**src/rtl/biv_pkg.sv**
```systemverilog
`timescale 1ns/1ps
package biv_pkg;
  localparam int unsigned MAX_SEG_W = 64;

  function automatic logic [7:0] popcnt(input logic [MAX_SEG_W-1:0] v);
    logic [7:0] c;
    c = '0;
    for (int i = 0; i < MAX_SEG_W; i++) c = c + 8'(v[i]);
    return c;
  endfunction
endpackage

```
**src/rtl/biv_seg_enc.sv**
```systemverilog
`timescale 1ns/1ps
module biv_seg_enc
  import biv_pkg::*;
#(
  parameter int unsigned SEG_W = 8
) (
  input  logic             clk_i,
  input  logic             rst_ni,
  input  logic             valid_i,
  input  logic [SEG_W-1:0] data_i,
  output logic [SEG_W-1:0] bus_o,
  output logic             flag_o
);
  localparam int unsigned BOUND = (SEG_W + 1) / 2;

  logic [SEG_W-1:0] bus_q;
  logic             flag_q;
  logic [7:0]       ham, cost_pl, cost_iv;
  logic             inv_sel;

  always_comb begin
    ham     = popcnt(MAX_SEG_W'(data_i ^ bus_q));
    cost_pl = ham + 8'(flag_q);
    cost_iv = 8'(SEG_W) - ham + 8'(!flag_q);
    if (cost_iv < cost_pl)      inv_sel = 1'b1;
    else if (cost_pl < cost_iv) inv_sel = 1'b0;
    else                        inv_sel = flag_q; // tie keeps flag
  end

  always_ff @(posedge clk_i or negedge rst_ni) begin
    if (!rst_ni) begin
      bus_q  <= '0;
      flag_q <= 1'b0;
    end else if (valid_i) begin
      flag_q <= inv_sel;
      bus_q  <= inv_sel ? ~data_i : data_i;
    end
  end

  assign bus_o  = bus_q;
  assign flag_o = flag_q;

  p_hold_r2: assert property (@(posedge clk_i) disable iff (!rst_ni)
    !valid_i |=> $stable(bus_q) && $stable(flag_q));

  p_bound_r5: assert property (@(posedge clk_i) disable iff (!rst_ni)
    1'b1 |=> $countones({bus_q, flag_q} ^ $past({bus_q, flag_q})) <= BOUND);

  p_same_word_r3: assert property (@(posedge clk_i) disable iff (!rst_ni)
    (valid_i && !flag_q && data_i == bus_q) |=> $stable(bus_q) && !flag_q);
endmodule

```
**src/rtl/biv_dec.sv**
```systemverilog
`timescale 1ns/1ps
module biv_dec #(
  parameter int unsigned DATA_W  = 32,
  parameter int unsigned NUM_SEG = 4
) (
  input  logic               clk_i,
  input  logic               rst_ni,
  input  logic [DATA_W-1:0]  bus_i,
  input  logic [NUM_SEG-1:0] flag_i,
  output logic [DATA_W-1:0]  data_o
);
  localparam int unsigned SEG_W = DATA_W / NUM_SEG;

  logic [DATA_W-1:0] mask;
  logic [DATA_W-1:0] data_q;

  for (genvar s = 0; s < NUM_SEG; s++) begin : g_mask
    assign mask[s*SEG_W +: SEG_W] = {SEG_W{flag_i[s]}};
  end

  always_ff @(posedge clk_i or negedge rst_ni) begin
    if (!rst_ni) data_q <= '0;
    else         data_q <= bus_i ^ mask;
  end

  assign data_o = data_q;
endmodule

```
**src/rtl/bus_invert_codec.sv**
```systemverilog
`timescale 1ns/1ps
module bus_invert_codec #(
  parameter int unsigned DATA_W  = 32,
  parameter int unsigned NUM_SEG = 4
) (
  input  logic               clk_i,
  input  logic               rst_ni,
  input  logic               valid_i,
  input  logic [DATA_W-1:0]  data_i,
  output logic [DATA_W-1:0]  bus_o,
  output logic [NUM_SEG-1:0] flag_o,
  output logic [DATA_W-1:0]  data_o,
  output logic               valid_o
);
  localparam int unsigned SEG_W = DATA_W / NUM_SEG;

  logic [1:0] vld_q;

  for (genvar s = 0; s < NUM_SEG; s++) begin : g_seg
    biv_seg_enc #(.SEG_W(SEG_W)) u_enc (
      .clk_i  (clk_i),
      .rst_ni (rst_ni),
      .valid_i(valid_i),
      .data_i (data_i[s*SEG_W +: SEG_W]),
      .bus_o  (bus_o[s*SEG_W +: SEG_W]),
      .flag_o (flag_o[s])
    );
  end

  biv_dec #(.DATA_W(DATA_W), .NUM_SEG(NUM_SEG)) u_dec (
    .clk_i (clk_i),
    .rst_ni(rst_ni),
    .bus_i (bus_o),
    .flag_i(flag_o),
    .data_o(data_o)
  );

  always_ff @(posedge clk_i or negedge rst_ni) begin
    if (!rst_ni) vld_q <= '0;
    else         vld_q <= {vld_q[0], valid_i};
  end

  assign valid_o = vld_q[1];

  p_roundtrip_r7: assert property (@(posedge clk_i) disable iff (!rst_ni)
    valid_o |-> data_o == $past(data_i, 2));
endmodule

```
**config.mk**
```make
export PLATFORM = sky130hd
export DESIGN_NAME = bus_invert_codec
export DESIGN_NICKNAME = d
export VERILOG_FILES = /design/src/rtl/biv_pkg.sv /design/src/rtl/biv_seg_enc.sv /design/src/rtl/biv_dec.sv /design/src/rtl/bus_invert_codec.sv
export SDC_FILE = /design/constraint.sdc
export NUM_CORES = 1
export LEC_CHECK = 0
export CAP_MARGIN = 20
export CORE_UTILIZATION = 45
export DETAILED_ROUTE_END_ITERATION = 10
export GPL_TIMING_DRIVEN = 0
export HOLD_SLACK_MARGIN = 0.1
export PLACE_DENSITY = 0.82
export SLEW_MARGIN = 20
export SYNTH_ARGS = -nofsm -noshare
export SYNTH_HDL_FRONTEND = slang
export SYNTH_SLANG_ARGS = --single-unit
```
**constraint.sdc**
```tcl
create_clock -name clk_i -period 5.85 [get_ports clk_i]
set_clock_uncertainty 0.15 [all_clocks]
set_input_delay 0.585 -clock clk_i [delete_from_list [all_inputs] [get_ports clk_i]]
set_output_delay 0.585 -clock clk_i [all_outputs]
set_load 0.01 [all_outputs]
```
# == Yosys cells after proc, flatten, opt, wreduce, memory -nomap -nowiden ==
# Index checks and enable logic that the tools add are counted.
# word_totals
register_bits,70
inputBits,35
# classes
n_addsub,264
magnitude_cmp,8
n_mux,12
bitwise_logic,9
reduce_logical,4
# op_table
operator,count
$add A8 B1 Y8 const B,224
$add A8 B1 Y8,32
$lt A8 B8 Y1,8
$mux W8,4
$not A8 Y8,4
$sub A4 B8 Y8 const A,4
$xor A32 B32 Y32,1
$xor A8 B8 Y8,4
$add A1 B1 Y2,4
$mux W1,8
$logic_not A1 Y1,4

# == Depth between registers and ports, before layout ==
# depth
depth_word,70
mapped_depth,19
mapped_depth_nobuf,18

# == Hierarchy ==
# A second synthesis with hierarchy kept.
# unflattened
hier_cells,459
area_unflattened_um2,5073.6
# modules_own_cells
module,instances,cells_per_inst,area_each_um2
biv_seg_enc (g_seg[0].u_enc ...),2,97,989.7
biv_dec,1,68,1126.1
biv_seg_enc (g_seg[1].u_enc),1,97,991.0
biv_seg_enc (g_seg[2].u_enc),1,98,927.1
bus_invert_codec,1,2,50.0

# == Least setup slack after synthesis ==
# No wires, ideal clock.
# synth_timing
kind,in2reg
start,in data_i[24]
end,reg g_seg[3].u_enc.bus_q[6]
setup_ns,0.082
t_arrival_ns,5.135
required_ns,5.618
path_slack_ns,0.483
stages,18
n_path_buf,1
cell_sequence,xor2_1 -> ha_1 -> fa_1 -> inv_1 -> fa_1 -> fa_1 -> fa_1 -> xnor2_1 -> inv_1 -> nand3_1 -> ha_1 -> inv_1 -> ha_1 -> a211oi_1 -> a21oi_1 -> clkbuf_1 -> or3_1 -> a31oi_1
# synth_via
elab_chain_len,70
# synth_lines
element,line,source
start: declaration,bus_invert_codec.sv:9,"input logic [DATA_W-1:0] data_i,"
$xor A8 B8 Y8 (*),biv_seg_enc.sv:22,ham = popcnt(MAX_SEG_W'(data_i ^ bus_q));
$add A1 B1 Y2 (*),biv_pkg.sv:8,for (int i = 0; i < MAX_SEG_W; i++) c = c + 8'(v[i]);
$add A8 B1 Y8 (*) (62 in series),biv_pkg.sv:8,
$sub A4 B8 Y8,biv_seg_enc.sv:24,cost_iv = 8'(SEG_W) - ham + 8'(!flag_q);
$add A8 B1 Y8,biv_seg_enc.sv:24,
$lt A8 B8 Y1,biv_seg_enc.sv:26,else if (cost_pl < cost_iv) inv_sel = 1'b0;
$mux W1,biv_seg_enc.sv:26,
$mux W1 (*),biv_seg_enc.sv:25,if (cost_iv < cost_pl) inv_sel = 1'b1;
$mux W8 (*),biv_seg_enc.sv:36,bus_q <= inv_sel ? ~data_i : data_i;
end signal: assignment,biv_seg_enc.sv:36,
end: declaration,biv_seg_enc.sv:16,logic [SEG_W-1:0] bus_q;
# Mark *: on every way between the ends. The rest lies on a longest branch, timed or not.
# A chain may end at the register's enable or synchronous reset.

# == Worst setup path in the final report ==
# layout_timing
start,in data_i[16]
end,reg g_seg[2].u_enc.flag_q
# layout_via
elab_chain_len,69
# layout_lines
element,line,source
$xor A8 B8 Y8 (*),biv_seg_enc.sv:22,
$add A1 B1 Y2 (*),biv_pkg.sv:8,
$add A8 B1 Y8 (*) (62 in series),biv_pkg.sv:8,
$sub A4 B8 Y8,biv_seg_enc.sv:24,
$add A8 B1 Y8,biv_seg_enc.sv:24,
$lt A8 B8 Y1,biv_seg_enc.sv:26,
$mux W1,biv_seg_enc.sv:26,
$mux W1 (*),biv_seg_enc.sv:25,
end signal: assignment,biv_seg_enc.sv:35,flag_q <= inv_sel;
end: declaration,biv_seg_enc.sv:17,logic flag_q;
# Marked as above.

==> flow_results.org <==
** GRT
- Entering global routing, the biggest net connects between 50 and 60 pins.
- The number of antenna violations at the first check in global routing came to 0.
- GRT Residual Overflow :: 0
- Global routing consumed, over all layers together, 22.6% of the routing resources.
- Vias in the first global route :: 4199
- The first global-routing pass estimated 19.9 mm of wire.

** Timing
- Setup violators final :: 0
- After layout, the worst setup slack is between 150 and 200 ps.
- Period utilisation layout :: a little over nine tenths
- Final critical-path required period :: 5680 ps
- Number of slew-limit violations in the final report :: 0
- For this run, the top clock speed supported by timing is 176 MHz.
- The number of hold-slack violations in the final timing report came to 0.
- Relative max-transition margin :: 57.4%
- For the pin with the worst max-slew slack, the measured transition is ~640 ps.

** Floorplanning
- Row count :: 37
- For this design the top-level I/O count stands at 104.
- Die Y-Extent :: 106 µm
- Core box area :: just over 0.01 mm²
- The die covers around 0.011 mm².
- The initial utilization of the core area, before any placement, comes to 46.5%.
- Measured along the x axis, the die boundary spans 106 µm.

** Detailed routing
- Dividing the detail-routed wire length by the instance count gives between 15 and 20 µm.
- Residual antenna-violating net count after detailed routing :: 0
- Final routed DRC violation total :: 0
- For this block, the initial DRC count from the detailed router was 111.
- Wires add up to 11.6 mm.
- Before antenna repair, the detailed router went through 4 iterations.
- Vias :: roughly 3900
- Detailed-route vias per instance :: 5.32

** Finish
- The multi-input combinational cells in the finished layout cover a total of 0.00288 mm².
- Number of antenna diodes :: 0
- Counting the fill cells in the layout gives 839.
- After the last flow step, the layout net total stands at roughly 700.
- Share of cells above drive strength 1 :: around 10%
- Summing all non-filler instances in the final layout gives an area of 0.00640 mm².
- Registers take 0.00175 mm².
- Layout overhead on the synthesized area :: 32.7%

** Synth
- Post-Syn Area per Cell :: 10.1 µm²
- The synthesized netlist contains 37 unique library cells.
- Syn Nets :: 577
- The synthesized netlist occupies a cell area of between 0.004 and 0.005 mm².
- Synthesized flop and latch total :: 70
- Post-synthesis cell count :: 478
- Sequential fraction of the synthesis area :: between 30% and 40%
- Synth Warn # :: 0

** Critical path
- The setup path with the least slack is of type in2reg.
- Worst Setup End Kind :: flop
- Crit path top cell by count :: fa_1
- The largest individual stage delay along the critical path comes from the cell fa_1.
- Nature of the critical path startpoint :: input port
- Worst-path fanout max :: 10
- The critical path starts at data_i[16].
- Beginning of the worst register-to-register path :: g_seg[1].u_enc.bus_o[0]
- Delay of the slowest cell on the worst path :: 570 ps
- Cells along the critical path :: clkdlybuf4s50_1, xor2_1, ha_1, fa_1, inv_1, fa_1, fa_1, fa_1, nor2b_2, nand2_1, ha_1, inv_1, ha_1, nand2_1, o21bai_1, a21oi_2, buf_6, nor2_1, mux2_2
- STA puts the critical path data arrival time at roughly 5800 ps.
- Required time worst endpoint :: between 5000 and 6000 ps

** Clocking
- Counting along the longest clock path gives a buffer depth of 2.
- Clock-pin slew on the worst setup and hold paths :: 80 ps
- The clock reaches the later pin of the worst-skew pair after 350 ps.
- TritonCTS built the clock tree.
- In this run the number of H-tree levels came out at 3.
- Count of clock tree sinks :: 70
- CTS buffer count :: 9
- The root buffer cell chosen for the clock tree is clkbuf_8.

** Placement
- Count of input and output buffers :: 103
- Final HPWL DP :: 8.78 mm
- Once placement finished, the instance area stood at 0.00605 mm².
- Pre-CTS WS :: -687 ps
- Routability-driven placement finished with a final weighted congestion of 0.877.

** Status
- Result of the run :: finished, final reports clean

** Job
- MaxCap Viol Count :: 0

** Worst hold path
- The worst hold path belongs to the class reg2reg.
- The startpoint identified for the worst hold timing path is vld_q[0].
==> final cells by class <==
class	instances	area share, %
clock buffer	10	1.99
sequential	70	27.4
buffer	23	2.25
tap	136	2.66
inverter	38	2.23
multi-input combinational	346	44.9
clock inverter	6	1.09
timing repair buffer	112	17.5
==> logic make-up (layout without fill, tap and decap cells) <==
family | after synthesis | count (layout) | synth area share [%]
buf+inv | 62 | 189 | 5.78
xor+xnor | 82 | 82 | 15.0
flops | 70 | 70 | 36.3
fa+ha+maj | 64 | 64 | 19.1
mux | 4 | 4 | 0.934
compound gates | 92 | 92 | 11.4
simple gates | 104 | 104 | 11.4
==> registers in the layout, summed over array words and instances (netlist names) <==
register,flops
u_dec.data_o,32
g_seg.u_enc.flag_o,4
g_seg.u_enc.bus_o,32
vld_q,2
==> synth_stat cells <==
| cell | number | share of area [%] |
|---|---|---|
| clkbuf_1 | 10 | 0.78 |
| dfrtp_1 | 70 | 36 |
| o31ai_1 | 2 | 0.31 |
| nand4_1 | 4 | 0.52 |
| nor4b_2 | 1 | 0.31 |
| ha_1 | 48 | 12 |
| a31oi_1 | 32 | 4.1 |
| a21oi_2 | 1 | 0.18 |
| xnor2_2 | 1 | 0.34 |
| a21oi_1 | 7 | 0.73 |
| o21bai_2 | 2 | 0.47 |
| or3_1 | 32 | 4.1 |
| dlygate4sd1_1 | 2 | 0.36 |
| nor2_1 | 38 | 3.0 |
| nand3_1 | 12 | 1.2 |
| clkbuf_2 | 1 | 0.10 |
| buf_6 | 1 | 0.23 |
| o21ai_2 | 1 | 0.18 |
| o21ai_0 | 22 | 2.3 |
| a211oi_1 | 2 | 0.31 |
| nand2_1 | 6 | 0.47 |
| dlygate4sd3_1 | 1 | 0.21 |
| nor2b_1 | 10 | 1.3 |
| o21a_1 | 2 | 0.31 |
| nor4b_4 | 1 | 0.49 |
| fa_1 | 16 | 6.6 |
| o21ai_1 | 13 | 1.3 |
| o21bai_1 | 2 | 0.31 |
| mux2_2 | 4 | 0.93 |
| xor2_1 | 50 | 9.1 |
| inv_1 | 36 | 2.8 |
| xnor2_1 | 31 | 5.6 |
| buf_4 | 4 | 0.62 |
| o22ai_1 | 4 | 0.52 |
| buf_2 | 5 | 0.52 |
| inv_2 | 2 | 0.16 |
| a21o_1 | 2 | 0.31 |
==> layer usage <==
layer  vias to the layer above  routed length, µm  global-route usage [%]
li1                       1872                  -                       -
met1                      1923               4980                    27.7
met2                       120               5840                    39.8
met3                        24                585                    4.82
met4                         0                217                    6.94
met5                         -                  0                       0
==> worst paths after layout <==
path	slack [ps]	depth (start not counted)	to
max	170	19	g_seg[2].u_enc.flag_o
min	210	0	vld_q[1]
max reg2reg	490	17	g_seg[1].u_enc.bus_o[0]
min reg2reg	210	0	vld_q[1]
max in group asynchronous	4520	3	u_dec.data_o[1]
min in group asynchronous	480	2	u_dec.data_o[19]
==> layout by cell type, fill, tap and decap left out, types with 3 or more instances in the layout <==
cell / count
buf_4: 13
xor2_1: 49
fa_1: 14
buf_2: 6
nand2_1: 6
a21oi_1: 4
clkbuf_1: 8
dfrtp_1: 70
ha_1: 48
a21oi_2: 3
nor2_1: 38
o22ai_1: 4
clkdlybuf4s50_1: 102
nand3_1: 12
nand4_1: 4
o21ai_0: 22
nor2b_1: 9
o21ai_1: 13
or3_1: 32
inv_1: 36
clkinvlp_4: 3
mux2_2: 4
clkbuf_8: 9
xnor2_1: 29
a31oi_1: 32
==> stage by stage <==
step	std cells	util (%)	hold slack, ps	setup TNS (ps)
after detailed placement	718	58.3	185	-13830
final	741	61.7	206	0
after global routing	741	61.7	227	-10.2
after floorplan	478	-	139	0
after global placement	717	58.1	189	-6850
after CTS	735	60.7	210	0
==> what timing repair did <==
item,in CTS,in global routing
pin swaps,0,3
hold endpoints to repair,15,0
buffers inserted,0,7
hold buffers,1,0
resized for setup,8,18
setup endpoints to repair,19,36
==> worst max-delay path, delay by kind of cell <==
kind	cells	cell delay, ps
buffers and inverters	4	770
multiplexers	1	270
XOR/XNOR	1	200
AND/OR/NAND/NOR	4	410
AO/OA/AOI/OAI	2	480
adder cells (fa/ha/maj)	7	3050
Power is left out: the tool's default activity adds up to more than one toggle a clock period on the data nets, which glitch-free logic cannot reach.
